## config.mk

```make
export PLATFORM = sky130hd
export DESIGN_NAME = dmareq_ctrl
export DESIGN_NICKNAME = d
export VERILOG_FILES = /design/src/rtl/dmareq_pkg.sv /design/src/rtl/dmareq_strobe.sv /design/src/rtl/dmareq_burst.sv /design/src/rtl/dmareq_gate.sv /design/src/rtl/dmareq_ctrl.sv
export SDC_FILE = /design/constraint.sdc
export NUM_CORES = 1
export LEC_CHECK = 0
export BUFFER_PORTS_ARGS = -buffer_cell sky130_fd_sc_hd__buf_4
export CAP_MARGIN = 20
export CORE_AREA = 2 2 39 41
export CTS_BUF_LIST = sky130_fd_sc_hd__clkbuf_16
export CTS_CLUSTER_SIZE = 8
export DETAILED_ROUTE_END_ITERATION = 7
export DIE_AREA = 0 0 41 43
export PLACE_DENSITY_LB_ADDON = 0.3
export SETUP_SLACK_MARGIN = 0.02
export SYNTH_ARGS = -nofsm -noshare
export SYNTH_HDL_FRONTEND = slang
export SYNTH_HIERARCHICAL = 1
export SYNTH_SLANG_ARGS = --single-unit
```

## constraint.sdc

```tcl
create_clock -name clk -period 3.04 [get_ports clk]
set_input_delay 0.456 -clock clk [delete_from_list [all_inputs] [get_ports clk]]
set_output_delay 0.456 -clock clk [all_outputs]
set_load 0.01 [all_outputs]
```

## src/rtl/dmareq_pkg.sv

```systemverilog
package dmareq_pkg;
  localparam logic [2:0] MODE_FIFO = 3'b010;
  localparam logic [2:0] MODE_ECP  = 3'b011;
  localparam logic [2:0] MODE_TEST = 3'b110;

  function automatic logic is_dma_mode(input logic [2:0] m);
    return (m == MODE_FIFO) || (m == MODE_ECP) || (m == MODE_TEST);
  endfunction
endpackage

```

## src/rtl/dmareq_strobe.sv

```systemverilog
module dmareq_strobe (
  input  logic clk,
  input  logic rst,
  input  logic dma_mode_i,
  input  logic dack_n_i,
  input  logic ior_n_i,
  input  logic iow_n_i,
  output logic cycle_done_o,
  output logic push_o,
  output logic pop_o
);
  logic ior_q, iow_q;
  logic wr_rise, rd_rise, active;

  assign active       = dma_mode_i & ~dack_n_i;
  assign wr_rise      = iow_n_i & ~iow_q;
  assign rd_rise      = ior_n_i & ~ior_q;
  assign cycle_done_o = active & (wr_rise | rd_rise);

  always_ff @(posedge clk) begin
    if (rst) begin
      ior_q  <= 1'b1;
      iow_q  <= 1'b1;
      push_o <= 1'b0;
      pop_o  <= 1'b0;
    end else begin
      ior_q  <= ior_n_i;
      iow_q  <= iow_n_i;
      push_o <= active & wr_rise;
      pop_o  <= active & rd_rise;
    end
  end

  p_push_dack_r7: assert property (@(posedge clk) disable iff (rst)
    push_o |-> $past(!dack_n_i));
  p_pop_dack_r7: assert property (@(posedge clk) disable iff (rst)
    pop_o |-> $past(!dack_n_i));
endmodule

```

## src/rtl/dmareq_burst.sv

```systemverilog
module dmareq_burst #(
  parameter int BURST_MAX = 32
) (
  input  logic clk,
  input  logic rst,
  input  logic clear_i,
  input  logic cycle_done_i,
  output logic stop_o
);
  localparam int CW = $clog2(BURST_MAX + 2);
  localparam logic [CW-1:0] LIMIT = CW'(BURST_MAX + 1);

  logic [CW-1:0] cnt;

  always_ff @(posedge clk) begin
    if (rst || clear_i)
      cnt <= '0;
    else if (cycle_done_i && cnt != LIMIT)
      cnt <= cnt + 1'b1;
  end

  assign stop_o = (cnt == LIMIT);

  p_saturate_r8: assert property (@(posedge clk) disable iff (rst)
    (stop_o && !clear_i) |=> stop_o);
  p_clear_r9: assert property (@(posedge clk) disable iff (rst)
    clear_i |=> !stop_o);
endmodule

```

## src/rtl/dmareq_gate.sv

```systemverilog
module dmareq_gate
  import dmareq_pkg::*;
(
  input  logic       clk,
  input  logic       rst,
  input  logic       dma_en_i,
  input  logic       svc_i,
  input  logic [2:0] mode_i,
  input  logic       dir_in_i,
  input  logic       fifo_full_i,
  input  logic       fifo_empty_i,
  input  logic       dack_n_i,
  input  logic       tc_i,
  input  logic       burst_stop_i,
  output logic       drq_o,
  output logic       svc_set_o
);
  logic svc_q, tc_hold, data_ok, want, tc_hit, dma_mode;

  assign dma_mode = is_dma_mode(mode_i);
  assign tc_hit   = tc_i & ~dack_n_i & dma_en_i & dma_mode;
  assign data_ok  = (mode_i == MODE_TEST) ||
                    (!dir_in_i && !fifo_full_i) ||
                    ( dir_in_i && !fifo_empty_i);
  assign want     = dma_en_i & ~svc_i & dma_mode & data_ok &
                    ~tc_hold & ~burst_stop_i;

  always_ff @(posedge clk) begin
    if (rst) begin
      svc_q     <= 1'b0;
      tc_hold   <= 1'b0;
      drq_o     <= 1'b0;
      svc_set_o <= 1'b0;
    end else begin
      svc_q     <= svc_i;
      drq_o     <= want;
      svc_set_o <= tc_hit;
      if (tc_hit)
        tc_hold <= 1'b1;
      else if (svc_q && !svc_i)
        tc_hold <= 1'b0;
    end
  end

  p_reset_r1: assert property (@(posedge clk)
    rst |=> (!drq_o && !svc_set_o));
  p_mode_gate_r4: assert property (@(posedge clk) disable iff (rst)
    drq_o |-> $past(is_dma_mode(mode_i)));
  p_full_drop_r5: assert property (@(posedge clk) disable iff (rst)
    (mode_i != MODE_TEST && !dir_in_i && fifo_full_i) |=> !drq_o);
  p_svc_block_r6: assert property (@(posedge clk) disable iff (rst)
    (svc_i || !dma_en_i) |=> !drq_o);
endmodule

```

## src/rtl/dmareq_ctrl.sv

```systemverilog
module dmareq_ctrl
  import dmareq_pkg::*;
#(
  parameter int BURST_MAX = 32
) (
  input  logic       clk,
  input  logic       rst,
  input  logic       dma_en_i,
  input  logic       svc_i,
  input  logic [2:0] mode_i,
  input  logic       dir_in_i,
  input  logic       fifo_full_i,
  input  logic       fifo_empty_i,
  input  logic       dack_n_i,
  input  logic       ior_n_i,
  input  logic       iow_n_i,
  input  logic       tc_i,
  output logic       drq_o,
  output logic       fifo_push_o,
  output logic       fifo_pop_o,
  output logic       svc_set_o
);
  logic cycle_done, burst_stop;

  dmareq_strobe u_strobe (
    .clk          (clk),
    .rst          (rst),
    .dma_mode_i   (is_dma_mode(mode_i)),
    .dack_n_i     (dack_n_i),
    .ior_n_i      (ior_n_i),
    .iow_n_i      (iow_n_i),
    .cycle_done_o (cycle_done),
    .push_o       (fifo_push_o),
    .pop_o        (fifo_pop_o)
  );

  dmareq_burst #(.BURST_MAX(BURST_MAX)) u_burst (
    .clk          (clk),
    .rst          (rst),
    .clear_i      (dack_n_i),
    .cycle_done_i (cycle_done),
    .stop_o       (burst_stop)
  );

  dmareq_gate u_gate (
    .clk          (clk),
    .rst          (rst),
    .dma_en_i     (dma_en_i),
    .svc_i        (svc_i),
    .mode_i       (mode_i),
    .dir_in_i     (dir_in_i),
    .fifo_full_i  (fifo_full_i),
    .fifo_empty_i (fifo_empty_i),
    .dack_n_i     (dack_n_i),
    .tc_i         (tc_i),
    .burst_stop_i (burst_stop),
    .drq_o        (drq_o),
    .svc_set_o    (svc_set_o)
  );

  p_burst_cap_r8: assert property (@(posedge clk) disable iff (rst)
    burst_stop |=> !drq_o);
  p_tc_block_r10: assert property (@(posedge clk) disable iff (rst)
    svc_set_o |=> !drq_o);
endmodule

```

Word level (Yosys, flattened, before mapping)
Index checks and enable logic that the tools add are counted.
{"block": "totals", "regBits": 14, "latch_bits": 0, "ramBits": 0, "rom_bits": 0, "inputBits": 14, "out_inout_bits": 4, "wordCells": 52, "n_memories": 0}
{"block": "op_classes", "addsub": 1, "mul": 0, "div": 0, "n_lt_le_gt_ge": 0, "eq_ne": 5, "shifts": 0, "mux": 2, "n_bitwise": 21, "reduce_logical": 14}
{"cell": "bitwise AND 1 bit", "n": 14}
{"cell": "adder 6 x 1 -> 6 bit (second input constant)", "n": 1}
{"cell": "== test 3 x 2 -> 1 bit (second input constant)", "n": 2}
{"cell": "== test 6 bit (second input constant)", "n": 1}
{"cell": "!= test 6 bit (second input constant)", "n": 1}
{"cell": "NOT 1 bit", "n": 6}
{"cell": "logical OR 1 bit", "n": 5}
{"cell": "logical AND 1 bit", "n": 4}
{"cell": "zero test 1 bit", "n": 4}
{"cell": "== test 3 bit (second input constant)", "n": 1}
{"cell": "two-way mux 1 bit", "n": 2}
{"cell": "nonzero test 2 bit", "n": 1}
{"cell": "bitwise OR 1 bit", "n": 1}

Logic depth before layout (Yosys ltp)
Gate-level depths: netlist (run 1).
{"block": "depth", "depth_word": 7, "mapped_depth": 6, "ltp_nobuf": 6}

Modules after synthesis
Netlist (run 1), hierarchy kept.
{"module": "dmareq_burst", "instances": 1, "cells_each": 36, "area_each_um2": 334.1, "seq_area_each_um2": 120.1}
{"module": "dmareq_gate", "instances": 1, "cells_each": 17, "area_each_um2": 163.9, "seq_area_each_um2": 80.1}
{"module": "dmareq_strobe", "instances": 1, "cells_each": 13, "area_each_um2": 132.6, "seq_area_each_um2": 80.1}
{"module": "dmareq_ctrl", "instances": 1, "cells_each": 1, "area_each_um2": 11.3, "seq_area_each_um2": 0.0}

Worst setup path after synthesis (run 1)
OpenSTA, ideal clock, no wires.
{"block": "synth_timing", "kind": "input to register", "startpoint": "input port mode_i[1]", "endpoint": "register u_burst.cnt[0]", "setup_ns": 0.121, "arrival_ns": 1.499, "t_required_ns": 2.919, "path_slack_ns": 1.420, "path_stages": 5, "n_path_buf": 0, "cell_sequence": "a21boi_2 nand2b_1 a21oi_1 a21bo_1 mux2_4"}
{"block": "synth_between", "elab_chain_cells": 6, "elab_cells_between_ends": 8, "cone_classes": "3 x eq/ne; 2 x bitwise; 3 x reduce/logical"}
{"element": "start, declared", "line_no": "dmareq_ctrl.sv:10", "rtl": "input logic [2:0] mode_i,"}
{"element": "== test 3 x 2 -> 1 bit", "line_no": "dmareq_pkg.sv:7", "rtl": "return (m == MODE_FIFO) || (m == MODE_ECP) || (m == MODE_TEST);"}
{"element": "logical OR 1 bit", "line_no": "dmareq_pkg.sv:7"}
{"element": "logical OR 1 bit *", "line_no": "dmareq_pkg.sv:7"}
{"element": "bitwise AND 1 bit *", "line_no": "dmareq_strobe.sv:15", "rtl": "assign active = dma_mode_i & ~dack_n_i;"}
{"element": "bitwise AND 1 bit *", "line_no": "dmareq_strobe.sv:18", "rtl": "assign cycle_done_o = active & (wr_rise | rd_rise);"}
{"element": "net cycle_done", "line_no": "dmareq_ctrl.sv:23", "rtl": "logic cycle_done, burst_stop;"}
{"element": "logical AND 1 bit *", "line_no": "dmareq_burst.sv:18", "rtl": "else if (cycle_done_i && cnt != LIMIT)"}
{"element": "end signal, assigned", "line_no": "dmareq_burst.sv:19", "rtl": "cnt <= cnt + 1'b1;"}
{"element": "end, declared", "line_no": "dmareq_burst.sv:13", "rtl": "logic [CW-1:0] cnt;"}
The timed path passes the listed nets; every way through them passes the cells marked *.
A chain may end at the register's enable or synchronous reset.

Worst setup path after layout (run 1)
{"block": "layout_timing", "startpoint": "input port mode_i[2]", "endpoint": "register u_burst.cnt[0]"}
Same word-level chain as after synthesis.

==> impl_metrics.csv, run 1 <==
group,metric,value,unit
outcome,status,"finished clean",
sta,maxSlewViolCount,0,
drt,finalWirelength,1220,um
pwr,ir_drop,0.339,mV
cells_and_area,drive_gt1_share,34.5,%
sta,worst_pin_slew,445,ps
die,coreArea,1380,um^2
setup_path,regToRegSetupSlack,1510,ps
yosys,synth_nets,83,
yosys,yosysUniqueCellTypes,29,
pwr,pwr-share-seq,40.7,%
yosys,synth-main-ff-cell,"dfxtp_1",
sta,setup_viol,0,
yosys,syn_area,642,um^2
pwr,switchingPower,83.4,uW
grt,grt-ovfl-total,0,
pwr,p_total,464,uW
die,io_pins,18,
sta,whs,411,ps
clock_network,cts.path.max_buffers,2,
drt,remaining_drc_errors,0,
yosys,synth_top_area_share,43.7,%
place,io_buffer_count,17,
die,initial_core_util,46.4,%
yosys,synth_top_area_cell,"dfxtp_1",
drt,vias,514,
drt,drt_iter0_markers,4,
drt,post_drt_wl_per_cell,11.8,um
min_path,holdPathStages,2,
setup_path,r2r_cells,4,
yosys,yosysWarningCount,6,
clock_network,clock_sinks,14,
grt,grt_pass1_wl,1960,um
clock_network,cts_max_level,1,
clock_network,cts_tree,"yes",
setup_path,cp.required,3170,ps
grt,grt_antenna_before_repair,0,
setup_path,critPathLaunchType,"primary input",
pwr,leakagePower,0.351,nW
drt,detail_route.first_pass.iterations,4,
sta,skew,2.21,ps
sta,maxSlewHeadroom,70.3,%
cells_and_area,nets,104,
cells_and_area,synthToLayoutAreaGrowth,34.7,%
die,rows,14,
setup_path,r2r-end,"u_burst/cnt[0]",
yosys,synthArstFlopShare,0,%
sta,setup_tns,0,ps
die,fp.dieW,41,um
drt,post_drt_via_cell_ratio,4.99,
setup_path,r2r_start,"u_strobe/ior_q",
clock_network,root_buffer,"clkbuf_16",
yosys,synth_seq_cells,14,
yosys,avgSynthCellArea,9.58,um^2
yosys,seq_area_frac_synth,43.7,%
cells_and_area,fin_util,62.5,%
sta,layout_worst_path_cycle_share,52.6,%
pwr,p_sw_share,18.0,%
clock_network,post-cts-setup-buffers,0,
drt,drtAntennaViolNets,0,
place,place_congestion,0.835,
clock_network,cts_buffers,3,
clock_network,hold_buffers,0,
min_path,hold_end,"u_strobe/ior_q",
job,max_cap_viol_count,0,
grt,grt_max_degree,9,
cells_and_area,diodes,0,
pwr,p_int,381,uW
die,die_h,43,um
sta,fmax,626,MHz
clock_network,clkLatencyLatePin,240,ps
clock_network,clkTransAtPathRegs,50,ps
sta,hold_viol,0,
pwr,clockPowerShare,52.2,%
sta,fin_crit,1600,ps
grt,grt_pass1_vias,473,
setup_path,path_class,"in2reg",
yosys,yosysMostFrequentCell,"dfxtp_1",
yosys,synthCells,67,
min_path,hold_path.class,"in2reg",
sta,rsz0062_at_grt,"false",
min_path,hold_start,"ior_n_i",
pwr,p_per_area,537,nW/um^2
pwr,power_frac_comb,7.1,%
setup_path,path_max_fanout,6,
setup_path,cp-end-kind,"flop",
setup_path,worstPathArrival,1720,ps
yosys,synthTopCellsByArea,"dfxtp_1 44%, nand2b_1 4.9%, nor2_1 4.1%",
clock_network,cts_resized,0,
grt,grtUsageTotal,16.7,%
die,die_area,1760,um^2
yosys,synth.top_cells.by_count,"14 x dfxtp_1, 7 x nor2_1, 5 x nand2b_1, 4 x a21oi_1, 4 x nand2_1",
yosys,synth_edf_count,0,
worst max path at each step:
| stage | slack (ps) | to | cells past startpoint | start |
|---|---|---|---|---|
| 2_1_floorplan | 1420 | u_burst/cnt[0] | 5 | mode_i[1] |
| 3_3_place_gp | 1220 | u_burst/cnt[0] | 6 | mode_i[2] |
| 3_5_place_dp | 1180 | u_burst/cnt[0] | 6 | mode_i[2] |
| 4_1_cts | 1440 | u_burst/cnt[0] | 6 | mode_i[2] |
| 5_1_grt | 1330 | u_burst/cnt[5] | 7 | mode_i[2] |
| 6_report | 1440 | u_burst/cnt[0] | 6 | mode_i[2] |
kinds of logic after synthesis:
kind of cell | Yosys count | synth area share (%)
simple gates | 32 | 31.8
mux | 2 | 3.90
xor+xnor | 2 | 2.73
compound gates | 11 | 11.7
flops | 14 | 43.7
fa+ha+maj | 2 | 3.90
buf+inv | 4 | 2.34
critical path, stage by stage:
cell      delay (ps)
buf_4            120
a21boi_2         140
nand2b_1          70
a21oi_1          360
a21bo_1          290
mux2_4           290
placed cells by master, fill, tap and decap left out, types with 2 or more instances in the layout:
master | Yosys | layout
or2_2 | 3 | 3
or3_1 | 2 | 2
nand2_1 | 4 | 4
nand4_1 | 2 | 2
xor2_1 | 2 | 2
a21oi_1 | 4 | 4
nor2_1 | 7 | 7
clkbuf_16 | 0 | 3
buf_4 | 0 | 17
inv_1 | 3 | 3
dfxtp_1 | 14 | 14
ha_1 | 2 | 2
nand2b_1 | 5 | 5
o21ai_0 | 2 | 2
power by group through the flow:
stage	Clock [mW]	Combinational, mW	Sequential [mW]
4_1_cts	0.248	0.0336	0.189
6_report	0.242	0.0331	0.189
5_1_grt	0.258	0.0369	0.189
3_3_place_gp	0	0.0327	0.192
2_1_floorplan	0	0.0144	0.192
3_5_place_dp	0	0.0333	0.192
layer usage:
layer | vias to the layer above | track usage (%) | wire length, um
met2 | 15 | 26.6 | 601
met3 | 0 | 6.28 | 103
met4 | 0 | 6.00 | 0
met5 | - | 0 | 0
met1 | 229 | 19.4 | 513
li1 | 270 | - | -
registers in the layout (all words and copies together) (netlist names):
name / count
u_strobe/pop_o: 1
u_gate/svc_q: 1
u_burst/cnt: 6
u_strobe/iow_q: 1
u_gate/svc_set_o: 1
u_gate/tc_hold: 1
u_strobe/push_o: 1
u_strobe/ior_q: 1
u_gate/drq_o: 1
final cells by class:
class / instances / area [um^2]
Clock buffer: 3 / 75.1
Clock inverter: 1 / 3.75
Fill cell: 119 / 519
Inverter: 3 / 11.3
Multi-Input combinational cell: 49 / 347
Sequential cell: 14 / 280
Tap cell: 16 / 20.0
Timing Repair Buffer: 17 / 128
through the flow:
| stage | worst slack [ps] | instance area (um^2) | instances |
|---|---|---|---|
| after floorplan | 1420 | 642 | 67 |
| after global placement | 1220 | 786 | 99 |
| final | 1440 | 865 | 103 |
| after detailed placement | 1180 | 786 | 99 |
| after global routing | 1330 | 865 | 103 |
| after CTS | 1440 | 865 | 103 |
(Power assumes the default switching activity.)
==> inputs of run 2 (changes only) <==
- CORE_AREA: 2 2 39 41 -> 2 2 40 42
- DIE_AREA: 0 0 41 43 -> 0 0 42 44
- clock period: 3.04 -> 1.6 ns (I/O delays scaled with it)
==> run 2 against run 1 <==
  * Die area increased by 4.8%
  * Sequential share of layout area down 0.14 points
  * Via count is 4.5% higher
  * Total power is 90% higher
  * Register-to-register slack got worse by 1400 ps
  * Core utilization down 1.3 points
  * Critical path depth down 2
  * Critical path type is now reg2reg
  * Final area up 0.43%
  * Routed wire length grew 8.9%
  * Clock power rose by 88%
==> impl_metrics.csv, run 2 (synthesis results as in run 1) <==
group,metric,value,unit
pwr,clockPowerShare,51.8,%
drt,post_drt_via_cell_ratio,5.21,
setup_path,cp.required,1720,ps
cells_and_area,largest_register_ffs,6,
sta,skew,1.36,ps
cells_and_area,drive_gt1_share,35.6,%
drt,highest_layer,"met4",
cells_and_area,final_common_cell,"buf_4",
setup_path,r2r_cells,4,
drt,post_drt_wl_per_cell,12.9,um
sta,fin_crit,1540,ps
drt,drt-met1-wl,586,um
place,placed_cells,100,
clock_network,cts_tree,"yes",
setup_path,slowest_stage,"dfxtp_1",
setup_path,critPathMaxStageDelay,440,ps
clock_network,root_buffer,"clkbuf_16",
sta,maxSlewHeadroom,77.8,%
die,initial_core_util,45.2,%
sta,worst_pin_slew,333,ps
cells_and_area,synthToLayoutAreaGrowth,35.3,%
setup_path,path_max_fanout,6,
die,io_pins,18,
drt,detail_route.first_pass.iterations,4,
drt,drt_iter0_markers,4,
setup_path,setup.worst_path.end,"u_burst/cnt[0]",
cells_and_area,fin_util,61.2,%
setup_path,r2r-end,"u_burst/cnt[0]",
pwr,ir_drop,0.578,mV
drt,met2_length,657,um
sta,layout_worst_path_cycle_share,96.1,%
pwr,p_per_area,1010,nW/um^2
grt,grt_antenna_before_repair,0,
sta,hold_viol,0,
pwr,pwr-share-seq,40.8,%
grt,grt-ovfl-total,0,
drt,finalWirelength,1330,um
clock_network,cts_resized,0,
clock_network,post-cts-setup-buffers,0,
cells_and_area,final_cell_mix,"18 x buf_4, 14 x dfxtp_1, 7 x nor2_1",
die,die_area,1850,um^2
setup_path,path_class,"reg2reg",
drt,drtAntennaViolNets,0,
setup_path,cp-end-kind,"flop",
grt,grt_max_degree,8,
pwr,p_sw_share,18.1,%
grt,grt_pass1_vias,553,
setup_path,crit_path_cell_trace,"ha_1 -> nor4b_4 -> a21bo_1 -> mux2_4",
sta,rsz0062_at_grt,"false",
drt,vias,537,
place,dp_hpwl,954,um
outcome,status,"finished clean",
sta,setup_tns,0,ps
clock_network,clock_sinks,14,
setup_path,regToRegSetupSlack,60,ps
sta,maxSlewViolCount,0,
place,place_congestion,0.784,
sta,fmax,650,MHz
drt,wl_met3,76,um
setup_path,startpoint,"u_burst/cnt[0]",
sta,setup_viol,0,
pwr,p_int,721,uW
die,rows,14,
clock_network,hold_buffers,0,
die,fp.dieW,42,um
pwr,power_frac_comb,7.4,%
setup_path,worst-path-buf-inv,0,
setup_path,r2r_start,"u_burst/cnt[0]",
clock_network,clkLatencyLatePin,240,ps
setup_path,critPathLaunchType,"flop",
clock_network,cts_max_level,1,
pwr,leakagePower,0.355,nW
grt,grt_pass1_wl,2280,um
pwr,p_total,880,uW
die,coreArea,1420,um^2
setup_path,worstPathArrival,1660,ps
setup_path,cpLargestDelayFamily,"flip-flops",
drt,remaining_drc_errors,0,
pwr,switchingPower,159,uW
clock_network,cts_buffers,3,
clock_network,cts.path.max_buffers,2,
min_path,hold_path.class,"in2reg",
cells_and_area,largest-register,"u_burst/cnt",
cells_and_area,nets,105,
clock_network,clkTransAtPathRegs,40,ps
place,io_buffer_count,17,
job,max_cap_viol_count,0,
grt,grtUsageTotal,16.6,%
cells_and_area,final_cells,103,
setup_path,cp.depth,4,
cells_and_area,diodes,0,
die,die_h,44,um
run 2: cell types whose count changed in the layout (fill, tap and decap cells not counted):
cell      previous run  this run
buf_4               17        18
clkinv_1             1         0
run 2: power groups by stage:
| stage | Clock (mW) | Sequential, mW | Combinational, mW |
|---|---|---|---|
| global route | 0.479 | 0.359 | 0.0719 |
| floorplan | 0 | 0.365 | 0.0273 |
| global placement | 0 | 0.365 | 0.0628 |
| detailed placement | 0 | 0.365 | 0.0641 |
| finish | 0.456 | 0.359 | 0.0650 |
| CTS | 0.460 | 0.359 | 0.0654 |
run 2: final cells by class:
class | instances | area [um^2]
clock buffer | 3 | 75.1
tap | 16 | 20.0
fill | 134 | 551
multi-input combinational | 49 | 347
inverter | 3 | 11.3
timing repair buffer | 18 | 135
sequential | 14 | 280
run 2: layer usage:
layer  global-route usage, %  vias to the layer above
met5                       0                        -
met1                    18.8                      247
met4                    7.74                        0
met2                    29.7                       14
li1                        -                      274
met3                    3.75                        2
run 2: worst min path at each step:
stage | from | end | slack, ps | depth (start not counted)
floorplan | rst | u_gate/svc_q | 310 | 1
global placement | ior_n_i | u_strobe/ior_q | 440 | 2
detailed placement | ior_n_i | u_strobe/ior_q | 440 | 2
CTS | ior_n_i | u_strobe/ior_q | 200 | 2
global route | iow_n_i | u_strobe/iow_q | 200 | 2
finish | ior_n_i | u_strobe/ior_q | 200 | 2
run 2: per-stage QoR:
stage | setup WS (ps) | hold slack [ps] | cell area [um^2]
CTS | 81.6 | 202 | 868
global placement | 98.3 | 437 | 793
global route | 34.7 | 204 | 868
finish | 61.7 | 201 | 868
detailed placement | 64.3 | 445 | 793
floorplan | 187 | 312 | 642
